==> config.mk <==
export PLATFORM = sky130hd
export DESIGN_NAME = peak_decim
export DESIGN_NICKNAME = d
export VERILOG_FILES = /design/src/rtl/peak_decim_pkg.sv /design/src/rtl/pd_window_ctr.sv /design/src/rtl/pd_extreme_track.sv /design/src/rtl/peak_decim.sv
export SDC_FILE = /design/constraint.sdc
export NUM_CORES = 1
export LEC_CHECK = 0
export BUFFER_PORTS_ARGS = -buffer_cell sky130_fd_sc_hd__buf_2
export CAP_MARGIN = 40
export CORE_ASPECT_RATIO = 1.1
export CORE_MARGIN = 4
export CORE_UTILIZATION = 53
export DETAILED_ROUTE_END_ITERATION = 8
export PLACE_DENSITY = 0.74
export SLEW_MARGIN = 10
export SYNTH_ARGS = -nofsm -noshare
export SYNTH_HDL_FRONTEND = slang
export SYNTH_HIERARCHICAL = 1
export SYNTH_SLANG_ARGS = --single-unit
==> constraint.sdc <==
create_clock -name clk -period 3.5 [get_ports clk]
set_input_delay 0.35 -clock clk [delete_from_list [all_inputs] [get_ports clk]]
set_output_delay 0.35 -clock clk [all_outputs]
set_load 0.01 [all_outputs]
==> src/rtl/peak_decim_pkg.sv <==
package peak_decim_pkg;
  typedef enum logic {
    MODE_PEAK  = 1'b0,
    MODE_PLAIN = 1'b1
  } rec_mode_e;
endpackage

==> src/rtl/pd_window_ctr.sv <==
module pd_window_ctr #(
  parameter int NW = 16
) (
  input  logic          clk,
  input  logic          rst_n,
  input  logic          adv,
  input  logic [NW-1:0] dec_n,
  output logic          first,
  output logic          last
);
  logic [NW-1:0] cnt_q, cnt_d;
  logic [NW-1:0] nlat_q, nlat_d;
  logic [NW-1:0] n_clamp, n_act;

  always_comb begin
    n_clamp = (dec_n == '0) ? NW'(1) : dec_n;
    first   = (cnt_q == '0);
    n_act   = first ? n_clamp : nlat_q;
    last    = ({1'b0, cnt_q} + (NW+1)'(1)) == {1'b0, n_act};
    cnt_d   = cnt_q;
    nlat_d  = nlat_q;
    if (adv) begin
      cnt_d = last ? '0 : cnt_q + NW'(1);
      if (first) nlat_d = n_clamp;
    end
  end

  always_ff @(posedge clk or negedge rst_n) begin
    if (!rst_n) begin
      cnt_q  <= '0;
      nlat_q <= NW'(1);
    end else begin
      cnt_q  <= cnt_d;
      nlat_q <= nlat_d;
    end
  end

  // an open window never counts past its latched length
  p_cnt_in_window_r2: assert property (@(posedge clk) disable iff (!rst_n)
    (cnt_q != '0) |-> (cnt_q < nlat_q));
  // idle cycles leave the window untouched
  p_idle_hold_r10: assert property (@(posedge clk) disable iff (!rst_n)
    !adv |=> ($stable(cnt_q) && $stable(nlat_q)));
  // length frozen while a window is open
  p_n_frozen_r9: assert property (@(posedge clk) disable iff (!rst_n)
    (adv && !first) |=> $stable(nlat_q));
endmodule

==> src/rtl/pd_extreme_track.sv <==
module pd_extreme_track #(
  parameter int W        = 8,
  parameter bit TAKE_MAX = 1'b1
) (
  input  logic                clk,
  input  logic                rst_n,
  input  logic                adv,
  input  logic                first,
  input  logic signed [W-1:0] sample,
  output logic signed [W-1:0] cand
);
  logic signed [W-1:0] run_q, run_d;
  logic                wins;

  generate
    if (TAKE_MAX) begin : g_max
      always_comb wins = (sample > run_q);
    end else begin : g_min
      always_comb wins = (sample < run_q);
    end
  endgenerate

  always_comb begin
    cand  = (first || wins) ? sample : run_q;
    run_d = adv ? cand : run_q;
  end

  always_ff @(posedge clk or negedge rst_n) begin
    if (!rst_n) run_q <= '0;
    else        run_q <= run_d;
  end

  // stored extreme held across idle cycles
  p_run_hold_r10: assert property (@(posedge clk) disable iff (!rst_n)
    !adv |=> $stable(run_q));
endmodule

==> src/rtl/peak_decim.sv <==
module peak_decim
  import peak_decim_pkg::*;
#(
  parameter int W  = 8,
  parameter int NW = 16
) (
  input  logic                clk,
  input  logic                rst_n,
  input  logic                in_valid,
  input  logic signed [W-1:0] in_sample,
  input  logic [NW-1:0]       dec_n,
  input  logic                mode,
  output logic                out_valid,
  output logic signed [W-1:0] out_max,
  output logic signed [W-1:0] out_min,
  output logic signed [W-1:0] out_sample
);
  logic                first, last, close;
  logic signed [W-1:0] hi_cand, lo_cand;
  logic                vld_q, vld_d;
  logic signed [W-1:0] max_q, max_d, min_q, min_d, smp_q, smp_d;
  rec_mode_e           mode_e;

  pd_window_ctr #(.NW(NW)) u_ctr (
    .clk(clk), .rst_n(rst_n), .adv(in_valid), .dec_n(dec_n),
    .first(first), .last(last)
  );

  pd_extreme_track #(.W(W), .TAKE_MAX(1'b1)) u_hi (
    .clk(clk), .rst_n(rst_n), .adv(in_valid), .first(first),
    .sample(in_sample), .cand(hi_cand)
  );

  pd_extreme_track #(.W(W), .TAKE_MAX(1'b0)) u_lo (
    .clk(clk), .rst_n(rst_n), .adv(in_valid), .first(first),
    .sample(in_sample), .cand(lo_cand)
  );

  always_comb begin
    mode_e = rec_mode_e'(mode);
    close  = in_valid && last;
    vld_d  = close;
    max_d  = max_q;
    min_d  = min_q;
    smp_d  = smp_q;
    if (close) begin
      smp_d = in_sample;
      if (mode_e == MODE_PLAIN) begin
        max_d = in_sample;
        min_d = in_sample;
      end else begin
        max_d = hi_cand;
        min_d = lo_cand;
      end
    end
  end

  always_ff @(posedge clk or negedge rst_n) begin
    if (!rst_n) begin
      vld_q <= 1'b0;
      max_q <= '0;
      min_q <= '0;
      smp_q <= '0;
    end else begin
      vld_q <= vld_d;
      max_q <= max_d;
      min_q <= min_d;
      smp_q <= smp_d;
    end
  end

  assign out_valid  = vld_q;
  assign out_max    = max_q;
  assign out_min    = min_q;
  assign out_sample = smp_q;

  // the closing sample always lies between the reported extremes
  p_record_order_r3: assert property (@(posedge clk) disable iff (!rst_n)
    out_valid |-> ((out_min <= out_sample) && (out_sample <= out_max)));
  // every record comes from an accepted sample
  p_pulse_source_r2: assert property (@(posedge clk) disable iff (!rst_n)
    out_valid |-> $past(in_valid));
  // plain records are flat
  p_plain_flat_r8: assert property (@(posedge clk) disable iff (!rst_n)
    (out_valid && $past(mode)) |-> ((out_max == out_min) && (out_max == out_sample)));
  // without a record the outputs hold
  p_rec_hold_r10: assert property (@(posedge clk) disable iff (!rst_n)
    !out_valid |-> ($stable(out_max) && $stable(out_min) && $stable(out_sample)));
endmodule

==> results.json, run 1 <==
{
  "crit_slowest_cell": "dfrtp_1",
  "io_pins": 53,
  "post-route-drc-count": 0,
  "die_y_um": 107,
  "fin_skew_ps": 9.86,
  "r2r_setup_slack_ps": 250,
  "drv_cap": 0,
  "setup_viol": 0,
  "crit_type": "reg2reg",
  "finalHoldViolations": 0,
  "synthToLayoutAreaGrowth_pct": 11.6,
  "ys.flop_type": "dfrtp_1",
  "p_int_mw": 1.88,
  "layout-drive-gt1-share_pct": 35.1,
  "htree_levels": 3,
  "post_drt_wl_per_cell_um": 17.0,
  "grt_pass1_wl_um": 17000,
  "timing.hold.ws_ps": 15.6,
  "drt_wl_total_um": 10100,
  "cts_setup_buffers": 0,
  "synth.avg_cell_area_um2": 11.0,
  "synth_cell_types": 56,
  "clock_sinks": 73,
  "met3_usage_pct": 4.33,
  "yosysTopAreaCellShare_pct": 38.5,
  "use_met2_pct": 37.3,
  "pre_cts_ws_ps": 238,
  "max_stage_delay_ps": 430,
  "end_kind": "flop",
  "worst_slack_ps": 252,
  "r2r-start": "u_ctr/cnt_q[0]",
  "netlist_area_mm2": 0.00468,
  "report.final.slew_viol_count": 0,
  "fin_tns_setup_ps": 0,
  "cts_root_buf": "clkbuf_8",
  "fin_nets": 521,
  "p_leak_nw": 2.48,
  "antenna_cells": 0,
  "crit_fanout": 10,
  "cts_buffers": 9,
  "p_sw_mw": 1.05,
  "post-route-util_pct": 61.5,
  "core-area_mm2": 0.00850,
  "grt-busiest-layer": "met2",
  "arrival_ps": 3490,
  "grt_util_all_layers_pct": 20.2,
  "fin_crit_ps": 3250,
  "seqPwrFrac_pct": 38.0,
  "synthTopCellsByCount": "72 x dfrtp_1, 49 x mux2_2, 30 x a21oi_1, 28 x mux2i_1, 27 x inv_1",
  "timing.final.crit_share_pct": 92.8,
  "via_per_inst": 5.78,
  "synth.most_common_cell": "dfrtp_1",
  "r2r-end": "out_sample[1]",
  "start_util_pct": 55.1,
  "power_frac_clock_pct": 23.2,
  "power_density_mw_per_mm2": 560,
  "yosys.area.top_type": "dfrtp_1",
  "crit_top_cell": "nand4_2",
  "place_hpwl_um": 7190,
  "yosysSeqAreaShare_pct": 39.1,
  "yosysWarningCount": 6,
  "ant_nets": 0,
  "grtUsageMet1_pct": 23.0,
  "cts_tree": "built",
  "syn_nets": 469,
  "gr-total-overflow": 0,
  "grt_pass1_vias": 3526,
  "required_ps": 3740,
  "place_congestion": 0.861,
  "reg2reg_depth": 12,
  "netlist_instances": 424,
  "swShare_pct": 35.8,
  "path_cells": "inv_1, ha_1, nor4b_4, nand4_2, buf_4, mux2i_4, xnor2_1, a2111oi_4, nand4_2, nor3_2, and2_4, mux2_2",
  "combPwrFrac_pct": 38.7,
  "first_pass_iters": 4,
  "clkLatencyLatePin_ps": 350,
  "synth_edf_count": 0,
  "synthArstFlopShare_pct": 100,
  "antenna_found_initial": 0,
  "io_buffer_count": 52,
  "total_power_mw": 2.92,
  "ir_drop_mv": 0.279,
  "tightest_slew_ps": 678,
  "die_x_um": 97.6,
  "ys_seq_elements": 73,
  "cts-resized-gates": 0,
  "relSlewSlack_pct": 54.7,
  "clock.fmax_mhz": 308,
  "grt_start_max_net_pins": 29,
  "rsz0062_at_grt": "no",
  "path_clk_slew_ps": 80,
  "vias": 3420,
  "clock_path_buffers": 2,
  "status": "finished clean",
  "startpoint_type": "flop",
  "die_area_mm2": 0.0104,
  "hp-class": "in2async",
  "rows": 35,
  "drtIter0Drc": 148,
  "synth_area_leaders": "dfrtp_1 38%, mux2_2 12%, mux2i_1 6.0%"
}
## placed cells by master, fill, tap and decap left out, types with 4 or more instances in the layout
cell | Yosys | layout
dfrtp_1 | 72 | 72
buf_2 | 5 | 52
mux2_2 | 49 | 49
a21oi_1 | 30 | 30
mux2i_1 | 28 | 28
inv_1 | 27 | 27
nand2_1 | 19 | 19
ha_1 | 17 | 17
nand3_1 | 16 | 16
xnor2_1 | 15 | 15
nor2_1 | 15 | 15
buf_4 | 1 | 11
a21oi_2 | 10 | 10
clkbuf_8 | 0 | 10
xor2_1 | 10 | 10
o21ai_0 | 10 | 10
nor3_1 | 9 | 8
mux2_1 | 7 | 7
nor3_2 | 6 | 7
nand4_1 | 6 | 6
nor2_2 | 4 | 4
## timing repair
item | CTS | global route
endpoints found under the setup margin | 0 | 2
hold buffers | 0 | 0
endpoints found under the hold margin | 0 | 0
## logic make-up (layout without fill, tap and decap cells)
kind of cell	count (synthesis)	after routing	share of synthesized area, %
xor+xnor	25	25	4.68
fa+ha+maj	17	17	4.54
simple gates	98	99	12.9
mux	87	87	20.6
buf+inv	50	106	5.51
flops	73	73	39.1
compound gates	74	74	12.7
## final cells by class
cell class	count	area (um2)
Clock inverter	6	67.6
Fill cell	680	3270
Sequential cell	73	1830
Multi-Input combinational cell	302	2610
Tap cell	111	139
Clock buffer	10	138
Inverter	27	101
Timing Repair Buffer	63	343
## per-layer routing
metal	vias to the layer above	share of wire [%]
li1	1640	-
met1	1685	41
met2	80	53
met3	15	4.6
met4	0	1.5
met5	-	0
## metrics by stage
stage | std cells | instance area, um2
finish | 592 | 5220
global route | 592 | 5220
CTS | 591 | 5220
detailed placement | 575 | 5010
global placement | 575 | 5010
floorplan | 424 | 4680
## worst max-delay path, delay by kind of cell (launching register included)
family	cells	cell delay (ps)
compound gates	1	290
xor+xnor	1	150
fa+ha+maj	1	160
buf+inv	2	330
flops	1	430
mux	2	540
simple gates	5	1220
## power groups by stage
stage	Combinational, mW	Clock, mW	Sequential, mW
after global placement	1.08	0	1.11
final	1.13	0.680	1.11
after floorplan	0.947	0	1.06
after global routing	1.25	0.745	1.13
after detailed placement	1.12	0	1.12
after CTS	1.14	0.699	1.11
## how the worst max path moves through the flow
| stage | from | end | slack (ps) | cells past startpoint |
|---|---|---|---|---|
| after floorplan | u_ctr/cnt_q[0] | out_sample[5] | 120 | 15 |
| after global placement | u_ctr/cnt_q[0] | out_sample[2] | 320 | 12 |
| after detailed placement | u_ctr/cnt_q[0] | out_sample[1] | 240 | 12 |
| after CTS | u_ctr/cnt_q[0] | out_sample[1] | 220 | 12 |
| after global routing | u_ctr/cnt_q[0] | out_sample[0] | 20 | 12 |
| final | u_ctr/cnt_q[0] | out_sample[1] | 250 | 12 |
## sequential cells by signal, summed over array words and instances, names as in the netlist
name          count
out_min           8
u_ctr/cnt_q      16
u_hi/run_q        8
u_ctr/nlat_q     16
out_valid         1
out_sample        8
u_lo/run_q        8
out_max           8
Power figures use the tool's default switching activity.
==> inputs of run 2 (changes only) <==
Settings changed: CORE_UTILIZATION 53 to 51, PLACE_DENSITY 0.74 to 0.72.
Clock period 3.5 ns to 2.61 ns, I/O delays scaled along.
==> run 2 against run 1 <==
The run now ends with negative setup slack left. Critical endpoint is now out_sample[6]. Highest routed layer unchanged. Clock skew down 0.73 ps. Die area up 3.6%. Core utilization up 3.1 points. Largest power group unchanged.
==> results.json, run 2 (synthesized netlist as in run 1, its figures left out) <==
{
  "status": "finished with violations",
  "violations": "negative setup slack",
  "final_cell_mix": "72 x dfrtp_1, 58 x buf_4, 52 x buf_2",
  "fillers": 714,
  "layout-drive-gt1-share_pct": 44.2,
  "htree_levels": 3,
  "cts_tree": "built",
  "antenna_cells": 0,
  "place_congestion": 0.874,
  "post-route-util_pct": 64.6,
  "place_hpwl_um": 8090,
  "io_buffer_count": 52,
  "hp-class": "in2reg",
  "die_area_mm2": 0.0108,
  "post-route-drc-count": 0,
  "startpoint_type": "flop",
  "die_y_um": 108,
  "post_drt_wl_per_cell_um": 17.2,
  "path_clk_slew_ps": 90,
  "arrival_ps": 3250,
  "vias": 3647,
  "ir_drop_mv": 0.306,
  "io_pins": 53,
  "drv_cap": 0,
  "first_pass_iters": 4,
  "clock_sinks": 73,
  "gr-total-overflow": 0,
  "antenna_found_initial": 0,
  "grt_pass1_vias": 3839,
  "power_density_mw_per_mm2": 707,
  "fin_nets": 574,
  "timing.final.crit_share_pct": 115,
  "final_common_cell": "dfrtp_1",
  "core-area_mm2": 0.00892,
  "setup.worst_path.start": "u_ctr/cnt_q[0]",
  "pre_cts_ws_ps": -374,
  "clock.fmax_mhz": 333,
  "via_per_inst": 5.63,
  "report.final.slew_viol_count": 0,
  "finalHoldViolations": 0,
  "clock_path_buffers": 2,
  "grt_util_all_layers_pct": 22.0,
  "drtIter0Drc": 124,
  "ant_nets": 0,
  "cts_root_buf": "clkbuf_8",
  "synthToLayoutAreaGrowth_pct": 23.1,
  "tightest_slew_ps": 637,
  "r2r-start": "u_ctr/cnt_q[0]",
  "worst_slack_ps": -390,
  "relSlewSlack_pct": 57.5,
  "cts_buffers": 9,
  "end_kind": "flop",
  "die_x_um": 99.3,
  "regArea_mm2": 0.00183,
  "crit_fanout": 12,
  "rows": 36,
  "drt_wl_total_um": 11200,
  "fin_skew_ps": 9.13,
  "fin_crit_ps": 3000,
  "crit_type": "reg2reg",
  "start_util_pct": 52.5,
  "r2r_setup_slack_ps": -390,
  "min-delay-start": "dec_n[13]",
  "rsz0062_at_grt": "yes",
  "p_leak_nw": 2.76,
  "fin_tns_setup_ps": -10870,
  "clkLatencyLatePin_ps": 360,
  "grt_start_max_net_pins": 34,
  "required_ps": 2860,
  "multi_input_area_mm2": 0.00270,
  "grt_pass1_wl_um": 18600,
  "top_regs": "u_ctr/cnt_q (16), u_ctr/nlat_q (16)",
  "setup_viol": 41
}
-- run 2: cell count changes in the layout (fill, tap and decap cells not counted), moves of 2 or more --
cell,previous run,this run
buf_4,11,58
clkinv_2,1,3
inv_1,27,24
mux2_1,7,5
ha_1,17,15
inv_2,0,2
mux2_2,49,47
mux2_4,2,6
o21ai_0,10,8
buf_12,0,4
clkinv_4,2,0
-- run 2: worst paths after layout --
kind / end / depth (start not counted)
min in group asynchronous: out_sample[3] / 2
max: out_sample[6] / 13
max in group asynchronous: u_ctr/nlat_q[0] / 3
max reg2reg: out_sample[6] / 13
min reg2reg: out_sample[3] / 1
min: u_ctr/nlat_q[13] / 2
-- run 2: where the power goes --
group | switching, mW | total, mW | internal [mW]
registers | 0.134 | 1.44 | 1.30
clock network | 0.467 | 0.810 | 0.343
logic | 0.893 | 1.83 | 0.933
total | 1.49 | 4.07 | 2.58
-- run 2: routing by layer --
layer | share of wire (%) | routed length [um] | up-vias | global-route usage (%)
met5 | 0 | 0 | - | 0
met3 | 3.7 | 409 | 24 | 4.32
met1 | 41 | 4600 | 1808 | 25.9
li1 | - | - | 1733 | -
met2 | 53 | 5860 | 82 | 38.7
met4 | 2.5 | 276 | 0 | 9.85
-- run 2: critical path, cell delays in order (launching register included) --
cell	delay (ps)
dfrtp_1	400
inv_2	90
ha_4	120
nor4b_4	240
nand4_2	160
buf_12	190
mux2i_1	180
xnor2_1	120
a2111oi_4	300
nand4_2	180
nor3_4	230
and2_4	200
buf_6	150
mux2_4	310
-- run 2: timing repair --
item	in CTS	in global routing
endpoints found under the setup margin	41	49
setup buffers	4	3
pin swaps	1	3
gates resized for setup	12	12
hold endpoints to repair	11	0
hold buffers	1	0
-- run 2: area by class of cell --
type,count,area share (%)
multi-input cells,301,46.8
flip-flops and latches,73,31.7
repair buffers,117,14.1
well taps,114,2.48
clock buffers,9,2.15
inverters,27,1.98
clock inverters,7,0.803
-- run 2: stage by stage --
step | power [mW] | hold slack [ps] | cell area (um2) | instances
after floorplan | 2.71 | -34.6 | 4730 | 424
after global placement | 3.17 | 156 | 5430 | 624
after detailed placement | 3.24 | 157 | 5430 | 624
after CTS | 4.06 | 150 | 5690 | 645
after global routing | 4.33 | 161 | 5760 | 648
final | 4.07 | 165 | 5760 | 648
